===== src/rtl/mul_iter_pkg.sv =====
package mul_iter_pkg;

   // low two bits of the function code
   typedef enum logic [1:0] {
      MF_LOW = 2'b00,
      MF_HSS = 2'b01,
      MF_HSU = 2'b10,
      MF_HUU = 2'b11
   } mul_fn_e;

   typedef enum logic [1:0] {
      ST_IDLE  = 2'b00,
      ST_RUN   = 2'b01,
      ST_FINAL = 2'b10
   } mul_st_e;

   localparam int WORD_BITS = 32;

endpackage


===== src/rtl/mul_opdecode.sv =====
module mul_opdecode
   import mul_iter_pkg::*;
#(
   parameter int XLEN    = 64,
   parameter bit WORD_EN = 1'b1
) (
   input  logic [2:0]      func_i,
   input  logic            word_i,
   input  logic [XLEN-1:0] op_a_i,
   input  logic [XLEN-1:0] op_b_i,
   input  logic            full_en_i,
   input  logic            mulonly_en_i,
   output logic [XLEN-1:0] mag_a_o,
   output logic [XLEN-1:0] mag_b_o,
   output logic            neg_o,
   output logic            high_o,
   output logic            legal_o
);

   logic [XLEN-1:0] ext_a, ext_b;
   logic            sgn_a, sgn_b, neg_a, neg_b;
   logic            word_ok;

   generate
      if (WORD_EN) begin : g_word
         always_comb begin
            ext_a   = word_i ? {{(XLEN-WORD_BITS){op_a_i[WORD_BITS-1]}}, op_a_i[WORD_BITS-1:0]} : op_a_i;
            ext_b   = word_i ? {{(XLEN-WORD_BITS){op_b_i[WORD_BITS-1]}}, op_b_i[WORD_BITS-1:0]} : op_b_i;
            word_ok = !word_i || (func_i[1:0] == MF_LOW);
         end
      end else begin : g_noword
         always_comb begin
            ext_a   = op_a_i;
            ext_b   = op_b_i;
            word_ok = !word_i;
         end
      end
   endgenerate

   always_comb begin
      sgn_a   = word_i || (func_i[1:0] != MF_HUU);
      sgn_b   = word_i || (func_i[1:0] == MF_LOW) || (func_i[1:0] == MF_HSS);
      neg_a   = sgn_a && ext_a[XLEN-1];
      neg_b   = sgn_b && ext_b[XLEN-1];
      mag_a_o = neg_a ? (~ext_a + 1'b1) : ext_a;
      mag_b_o = neg_b ? (~ext_b + 1'b1) : ext_b;
      neg_o   = neg_a ^ neg_b;
      high_o  = !word_i && (func_i[1:0] != MF_LOW);
      legal_o = (full_en_i || mulonly_en_i) && !func_i[2] && word_ok;
   end

endmodule


===== src/rtl/mul_shift_add.sv =====
module mul_shift_add #(
   parameter int XLEN = 64
) (
   input  logic              clk_i,
   input  logic              rst_ni,
   input  logic              load_i,
   input  logic              step_i,
   input  logic [XLEN-1:0]   mag_a_i,
   input  logic [XLEN-1:0]   mag_b_i,
   output logic [2*XLEN-1:0] acc_o
);

   localparam int PW = 2 * XLEN;

   logic [PW-1:0]   acc_q, mcand_q;
   logic [XLEN-1:0] mplier_q;

   always_ff @(posedge clk_i or negedge rst_ni) begin
      if (!rst_ni) begin
         acc_q    <= '0;
         mcand_q  <= '0;
         mplier_q <= '0;
      end else if (load_i) begin
         acc_q    <= '0;
         mcand_q  <= {{XLEN{1'b0}}, mag_a_i};
         mplier_q <= mag_b_i;
      end else if (step_i) begin
         if (mplier_q[0]) begin
            acc_q <= acc_q + mcand_q;
         end
         mcand_q  <= {mcand_q[PW-2:0], 1'b0};
         mplier_q <= {1'b0, mplier_q[XLEN-1:1]};
      end
   end

   assign acc_o = acc_q;

endmodule


===== src/rtl/mul_result_fmt.sv =====
module mul_result_fmt
   import mul_iter_pkg::*;
#(
   parameter int XLEN    = 64,
   parameter bit WORD_EN = 1'b1
) (
   input  logic [2*XLEN-1:0] acc_i,
   input  logic              neg_i,
   input  logic              high_i,
   input  logic              word_i,
   output logic [XLEN-1:0]   res_o
);

   logic [2*XLEN-1:0] full;
   logic [XLEN-1:0]   half;

   always_comb begin
      full = neg_i ? (~acc_i + 1'b1) : acc_i;
      half = high_i ? full[2*XLEN-1:XLEN] : full[XLEN-1:0];
   end

   generate
      if (WORD_EN) begin : g_word
         assign res_o = word_i ? {{(XLEN-WORD_BITS){full[WORD_BITS-1]}}, full[WORD_BITS-1:0]} : half;
      end else begin : g_noword
         logic unused_word;
         assign unused_word = word_i;
         assign res_o = half;
      end
   endgenerate

endmodule


===== src/rtl/mul_iter_unit.sv =====
module mul_iter_unit
   import mul_iter_pkg::*;
#(
   parameter int XLEN = 64
) (
   input  logic            clk_i,
   input  logic            rst_ni,
   input  logic            start_i,
   input  logic [2:0]      func_i,
   input  logic            word_i,
   input  logic [XLEN-1:0] op_a_i,
   input  logic [XLEN-1:0] op_b_i,
   input  logic            full_en_i,
   input  logic            mulonly_en_i,
   output logic            busy_o,
   output logic            done_o,
   output logic            illegal_o,
   output logic [XLEN-1:0] result_o
);

   localparam bit WORD_EN = (XLEN == 64);
   localparam int CNT_W   = $clog2(XLEN + 1);

   generate
      if (XLEN < 4 || (XLEN % 2) != 0) begin : g_bad_xlen
         $error("mul_iter_unit: XLEN must be even and at least 4");
      end
   endgenerate

   mul_st_e         st_q;
   logic [CNT_W-1:0] cnt_q;
   logic            neg_q, high_q, word_q;
   logic [XLEN-1:0] mag_a, mag_b;
   logic            neg_d, high_d, legal_d;
   logic [2*XLEN-1:0] acc;
   logic [XLEN-1:0] fmt_res;
   logic [CNT_W-1:0] last_cnt;
   logic            accept, load, step;

   mul_opdecode #(.XLEN(XLEN), .WORD_EN(WORD_EN)) u_dec (
      .func_i       (func_i),
      .word_i       (word_i),
      .op_a_i       (op_a_i),
      .op_b_i       (op_b_i),
      .full_en_i    (full_en_i),
      .mulonly_en_i (mulonly_en_i),
      .mag_a_o      (mag_a),
      .mag_b_o      (mag_b),
      .neg_o        (neg_d),
      .high_o       (high_d),
      .legal_o      (legal_d)
   );

   assign accept = start_i && (st_q == ST_IDLE);
   assign load   = accept && legal_d;
   assign step   = (st_q == ST_RUN);

   mul_shift_add #(.XLEN(XLEN)) u_core (
      .clk_i   (clk_i),
      .rst_ni  (rst_ni),
      .load_i  (load),
      .step_i  (step),
      .mag_a_i (mag_a),
      .mag_b_i (mag_b),
      .acc_o   (acc)
   );

   mul_result_fmt #(.XLEN(XLEN), .WORD_EN(WORD_EN)) u_fmt (
      .acc_i  (acc),
      .neg_i  (neg_q),
      .high_i (high_q),
      .word_i (word_q),
      .res_o  (fmt_res)
   );

   assign last_cnt = word_q ? CNT_W'(WORD_BITS - 1) : CNT_W'(XLEN - 1);

   always_ff @(posedge clk_i or negedge rst_ni) begin
      if (!rst_ni) begin
         st_q      <= ST_IDLE;
         cnt_q     <= '0;
         neg_q     <= 1'b0;
         high_q    <= 1'b0;
         word_q    <= 1'b0;
         done_o    <= 1'b0;
         illegal_o <= 1'b0;
         result_o  <= '0;
      end else begin
         done_o    <= 1'b0;
         illegal_o <= 1'b0;
         case (st_q)
            ST_IDLE: begin
               if (accept) begin
                  if (legal_d) begin
                     st_q   <= ST_RUN;
                     cnt_q  <= '0;
                     neg_q  <= neg_d;
                     high_q <= high_d;
                     word_q <= word_i && WORD_EN;
                  end else begin
                     done_o    <= 1'b1;
                     illegal_o <= 1'b1;
                  end
               end
            end
            ST_RUN: begin
               cnt_q <= cnt_q + 1'b1;
               if (cnt_q == last_cnt) begin
                  st_q <= ST_FINAL;
               end
            end
            ST_FINAL: begin
               result_o <= fmt_res;
               done_o   <= 1'b1;
               st_q     <= ST_IDLE;
            end
            default: st_q <= ST_IDLE;
         endcase
      end
   end

   assign busy_o = (st_q != ST_IDLE);

endmodule


===== config.mk =====
export PLATFORM = sky130hd
export DESIGN_NAME = mul_iter_unit
export DESIGN_NICKNAME = d
export VERILOG_FILES = /design/src/rtl/mul_iter_pkg.sv /design/src/rtl/mul_opdecode.sv /design/src/rtl/mul_shift_add.sv /design/src/rtl/mul_result_fmt.sv /design/src/rtl/mul_iter_unit.sv
export SDC_FILE = /design/constraint.sdc
export NUM_CORES = 2
export LEC_CHECK = 0
export BUFFER_PORTS_ARGS = -buffer_cell sky130_fd_sc_hd__buf_2
export CAP_MARGIN = 20
export CORE_MARGIN = 8
export CORE_UTILIZATION = 35
export CTS_BUF_LIST = sky130_fd_sc_hd__clkbuf_4
export CTS_CLUSTER_SIZE = 40
export DETAILED_ROUTE_END_ITERATION = 6
export PLACE_DENSITY = 0.62
export SLEW_MARGIN = 20
export SYNTH_ARGS = -nofsm -noshare
export SYNTH_HDL_FRONTEND = slang
export SYNTH_SLANG_ARGS = --single-unit

===== constraint.sdc =====
create_clock -name clk_i -period 4.02 [get_ports clk_i]
set_input_delay 0.804 -clock clk_i [delete_from_list [all_inputs] [get_ports clk_i]]
set_output_delay 0.804 -clock clk_i [all_outputs]
set_load 0.05 [all_outputs]

==> impl_metrics.py <==
metrics = {
    "run_status": {
        "outcome": "finished with violations",
        "violations_in_the_final_reports": "setup timing",
    },
    "synthesis": {
        "syn_nets": 4344,
        "postSynthAreaPerCell_um2": 7.60,
        "synth_cells": 4075,
        "async_reset_ff_frac": 1.00,
        "ys_dominant_reg_cell": "sky130_fd_sc_hd__dfrtp_1",
        "netlist_area_um2": 31000,
        "synthesis_warning_total": 0,
        "synthesis_stage_register_bit_count": 398,
        "post-synth-top-area-fraction": 0.322,
        "ys_seq_area_frac": 0.322,
        "synth_area_leader_cell": "sky130_fd_sc_hd__dfrtp_1",
        "synth_top_cells_by_area": "sky130_fd_sc_hd__dfrtp_1 (32%), sky130_fd_sc_hd__nand2_1 (9.2%), sky130_fd_sc_hd__o21ai_0 (6.6%), sky130_fd_sc_hd__xnor2_1 (6.2%), sky130_fd_sc_hd__a21oi_1 (6.1%)",
        "synth.distinct_cells": 83,
        "number_of_enable_flip_flop_cells_after_synthesis": 0,
    },
    "layout": {
        "syn2layout_area_growth_pct": 21.4,
        "mostFrequentLayoutCells": "sky130_fd_sc_hd__nand2_1 (760), sky130_fd_sc_hd__o21ai_0 (405), sky130_fd_sc_hd__buf_4 (398), sky130_fd_sc_hd__dfrtp_1 (397), sky130_fd_sc_hd__a21oi_1 (379)",
        "multiInputGateArea_um2": 20100,
        "fillCellCount": 9098,
        "nets": 4834,
        "drive_above_1_share": 0.186,
        "ff_latch_area_um2": 9960,
        "most_common_library_cell_in_the_layout_ignoring_fill_and_taps": "sky130_fd_sc_hd__nand2_1",
    },
    "floorplan": {
        "initial_utilization": 0.352,
        "chipWidth_um": 313,
        "die_area_um2": 98300,
        "floorplan.core_area_um2": 88100,
        "io_pins": 204,
        "die_h_um": 313,
        "std_cell_rows": 109,
    },
    "clock_tree": {
        "cts_made_buffers": 113,
        "tritoncts_num_sinks": 398,
        "path_clk_slew_ns": 0.06,
        "cts_htree_levels": 3,
        "cts_root_buf": "sky130_fd_sc_hd__clkbuf_4",
        "clock_tree.buffer_depth": 3,
        "clkLatencyLatePin_ns": 1.02,
        "cts_tree": "done",
    },
    "power_and_ir_drop": {
        "worst_vdd_ir_uv": 230,
        "leakagePower_nw": 15.8,
        "pwr_density_cell_nw_per_um2": 231,
        "power.total_mw": 8.70,
    },
    "setup_path": {
        "regToRegStartpoint": "u_core.acc_o[24]",
        "setup.worst_path.start_class": "flip-flop",
        "worst_r2r_path_depth": 13,
        "crit_start": "u_core.acc_o[24]",
        "r2r-end": "result_o[27]",
        "setup.worst_path.end_class": "flip-flop",
        "cp.arrival_ns": 4.87,
        "cp.required_ns": 4.84,
        "setup.worst_path.end": "result_o[27]",
        "timing.critical_path.fanout_max": 4,
        "critical_path_class": "reg2reg",
        "setup.reg_to_reg.worst_slack_ns": -0.03,
    },
    "detailed_routing": {
        "routed_via_density": 5.66,
        "iteration_0_drc_markers": 3341,
        "drc_errors": 0,
        "drt-total-wl_mm": 125,
        "wl_per_cell_um": 21.4,
        "drt.antenna.violating_nets": 0,
        "dr_total_vias": 33100,
        "dr.pass1.iters": 5,
    },
    "sta": {
        "holdWs_ns": 0.193,
        "period_share": 1.01,
        "timing.setup.tns_ns": -0.0314,
        "finalSetupViolCount": 1,
        "final_max_slew_viol_count": 0,
        "final_period_minus_worst_setup_slack_ns": 4.05,
        "timing.final.ws_setup_ns": -0.0314,
        "fmax_mhz": 247,
        "timing.final.hold_violations": 0,
        "rsz_0062_raised_after_global_routing": "true",
        "slew_headroom": 0.302,
        "worstMarginPinSlew_ns": 1.04,
        "finClkSkew_ns": 0.115,
    },
    "global_route": {
        "grt_pass1_wl_mm": 191,
        "number_of_global_route_vias_before_repair": 31800,
        "grt_start_max_net_pins": 193,
        "overflow": 0,
        "initial_antenna_violation_count": 25,
        "groute.usage.overall": 0.246,
    },
    "place": {
        "detailed_place_hpwl_mm": 98.3,
        "port_buffers": 203,
        "place_ws_ns": -0.137,
        "routabilityCongestion": 1.01,
    },
    "hold_path": {
        "min_path_type": "in2reg",
    },
    "flow_run": {
        "max-cap-violations": 0,
    },
}
==> how the worst min path moves through the flow <==
stage | start | end | cells after the start
after global routing | start_i | illegal_o | 3
after CTS | op_b_i[28] | u_core.mplier_q[28] | 3
after global placement | result_o[2] | result_o[2] | 2
after floorplan | cnt_q[6] | st_q[1] | 1
after detailed placement | result_o[2] | result_o[2] | 2
final | start_i | illegal_o | 3
==> state kept, by name (all words and copies together) (netlist names) <==
register         cells
st_q                 2
word_q               1
done_o               1
illegal_o            1
u_core.acc_o       128
u_core.mcand_q     128
cnt_q                7
u_core.mplier_q     64
neg_q                1
result_o            64
high_q               1
==> cell usage after synthesis, types with 6 or more instances <==
cell                       instances
sky130_fd_sc_hd__a211oi_1         19
sky130_fd_sc_hd__or3_1            41
sky130_fd_sc_hd__and3_1           10
sky130_fd_sc_hd__a22oi_1          22
sky130_fd_sc_hd__o221ai_1          6
sky130_fd_sc_hd__or4_1            32
sky130_fd_sc_hd__o31ai_1          65
sky130_fd_sc_hd__inv_1            69
sky130_fd_sc_hd__xor2_1          138
sky130_fd_sc_hd__mux2i_1          27
sky130_fd_sc_hd__a21o_1           54
sky130_fd_sc_hd__o41ai_1          39
sky130_fd_sc_hd__ha_1            131
sky130_fd_sc_hd__a21oi_1         379
sky130_fd_sc_hd__clkbuf_1        217
sky130_fd_sc_hd__and2_1            8
sky130_fd_sc_hd__a21boi_0         17
sky130_fd_sc_hd__o21bai_1         45
sky130_fd_sc_hd__nor3_1           79
sky130_fd_sc_hd__nand3_1          68
sky130_fd_sc_hd__nor4_1           42
sky130_fd_sc_hd__a31oi_1         119
sky130_fd_sc_hd__o21a_1           22
sky130_fd_sc_hd__a211o_1           6
sky130_fd_sc_hd__dfrtp_1         398
sky130_fd_sc_hd__a22o_1            7
sky130_fd_sc_hd__xnor2_1         220
sky130_fd_sc_hd__o211ai_1         13
sky130_fd_sc_hd__nor2b_1          18
sky130_fd_sc_hd__o22a_1            8
sky130_fd_sc_hd__nor2_1          335
sky130_fd_sc_hd__o31a_1            7
sky130_fd_sc_hd__or2_2            13
sky130_fd_sc_hd__nand3b_1          6
sky130_fd_sc_hd__nand4_1          73
sky130_fd_sc_hd__nand2_1         761
sky130_fd_sc_hd__nand2b_1         22
sky130_fd_sc_hd__a221oi_1         16
sky130_fd_sc_hd__o21ai_0         410
sky130_fd_sc_hd__buf_1            20
sky130_fd_sc_hd__o22ai_1          20
==> metal layers <==
layer,global-route usage,vias up,routed length (um)
met4,0.0965,16,5530
met2,0.379,1308,54400
met1,0.338,15800,55700
met5,0,-,117
li1,-,15700,-
met3,0.0473,268,9330
==> area by class of cell <==
type,count,share of cell area
clock buffers,172,0.0343
inverters,71,0.00709
multi-input cells,3367,0.535
diodes,18,0.00120
clock inverters,36,0.00576
repair buffers,614,0.113
flip-flops and latches,398,0.265
well taps,1165,0.0388
==> kinds of logic (layout without fill, tap and decap cells) <==
kind of cell / after synthesis / count (layout) / share of synthesized area
AND/OR/NAND/NOR: 1535 / 1535 / 0.220
AO/OA/AOI/OAI: 1314 / 1314 / 0.256
flip-flops: 398 / 398 / 0.322
XOR/XNOR: 358 / 358 / 0.101
buffers and inverters: 310 / 893 / 0.0379
adder cells (fa/ha/maj): 132 / 132 / 0.0536
multiplexers: 28 / 28 / 0.00945
other: 0 / 18 / 0
==> critical path, stage by stage, from the launching register on <==
cell	delay (ns)
sky130_fd_sc_hd__dfrtp_1	0.39
sky130_fd_sc_hd__or4_4	0.52
sky130_fd_sc_hd__or4b_4	0.50
sky130_fd_sc_hd__or4b_4	0.51
sky130_fd_sc_hd__or2_4	0.24
sky130_fd_sc_hd__or3_4	0.33
sky130_fd_sc_hd__buf_4	0.15
sky130_fd_sc_hd__nor2_1	0.17
sky130_fd_sc_hd__nand2_1	0.15
sky130_fd_sc_hd__buf_4	0.19
sky130_fd_sc_hd__o41ai_1	0.38
sky130_fd_sc_hd__xnor2_1	0.11
sky130_fd_sc_hd__a21oi_1	0.16
sky130_fd_sc_hd__o21ai_0	0.08
==> where the power goes <==
part	switching, mW	internal, mW
Clock	1.97	2.08
Sequential	0	4.00
Combinational	0.401	0.238
==> per-stage QoR <==
stage               instances   util  instance area (um^2)
finish                   5841  0.427                 37600
global route             5834  0.427                 37600
CTS                      5822  0.425                 37400
detailed placement       5613  0.407                 35900
global placement         5613  0.407                 35900
floorplan                4075      -                 31000
==> repair_timing <==
action,in CTS,in global routing
hold endpoints to repair,53,0
gates resized for setup,8,26
endpoints found under the setup margin,12,40
hold buffers,1,0
pin swaps,5,5
setup buffers,0,1
No activity file was read; power rests on OpenSTA's default activity.
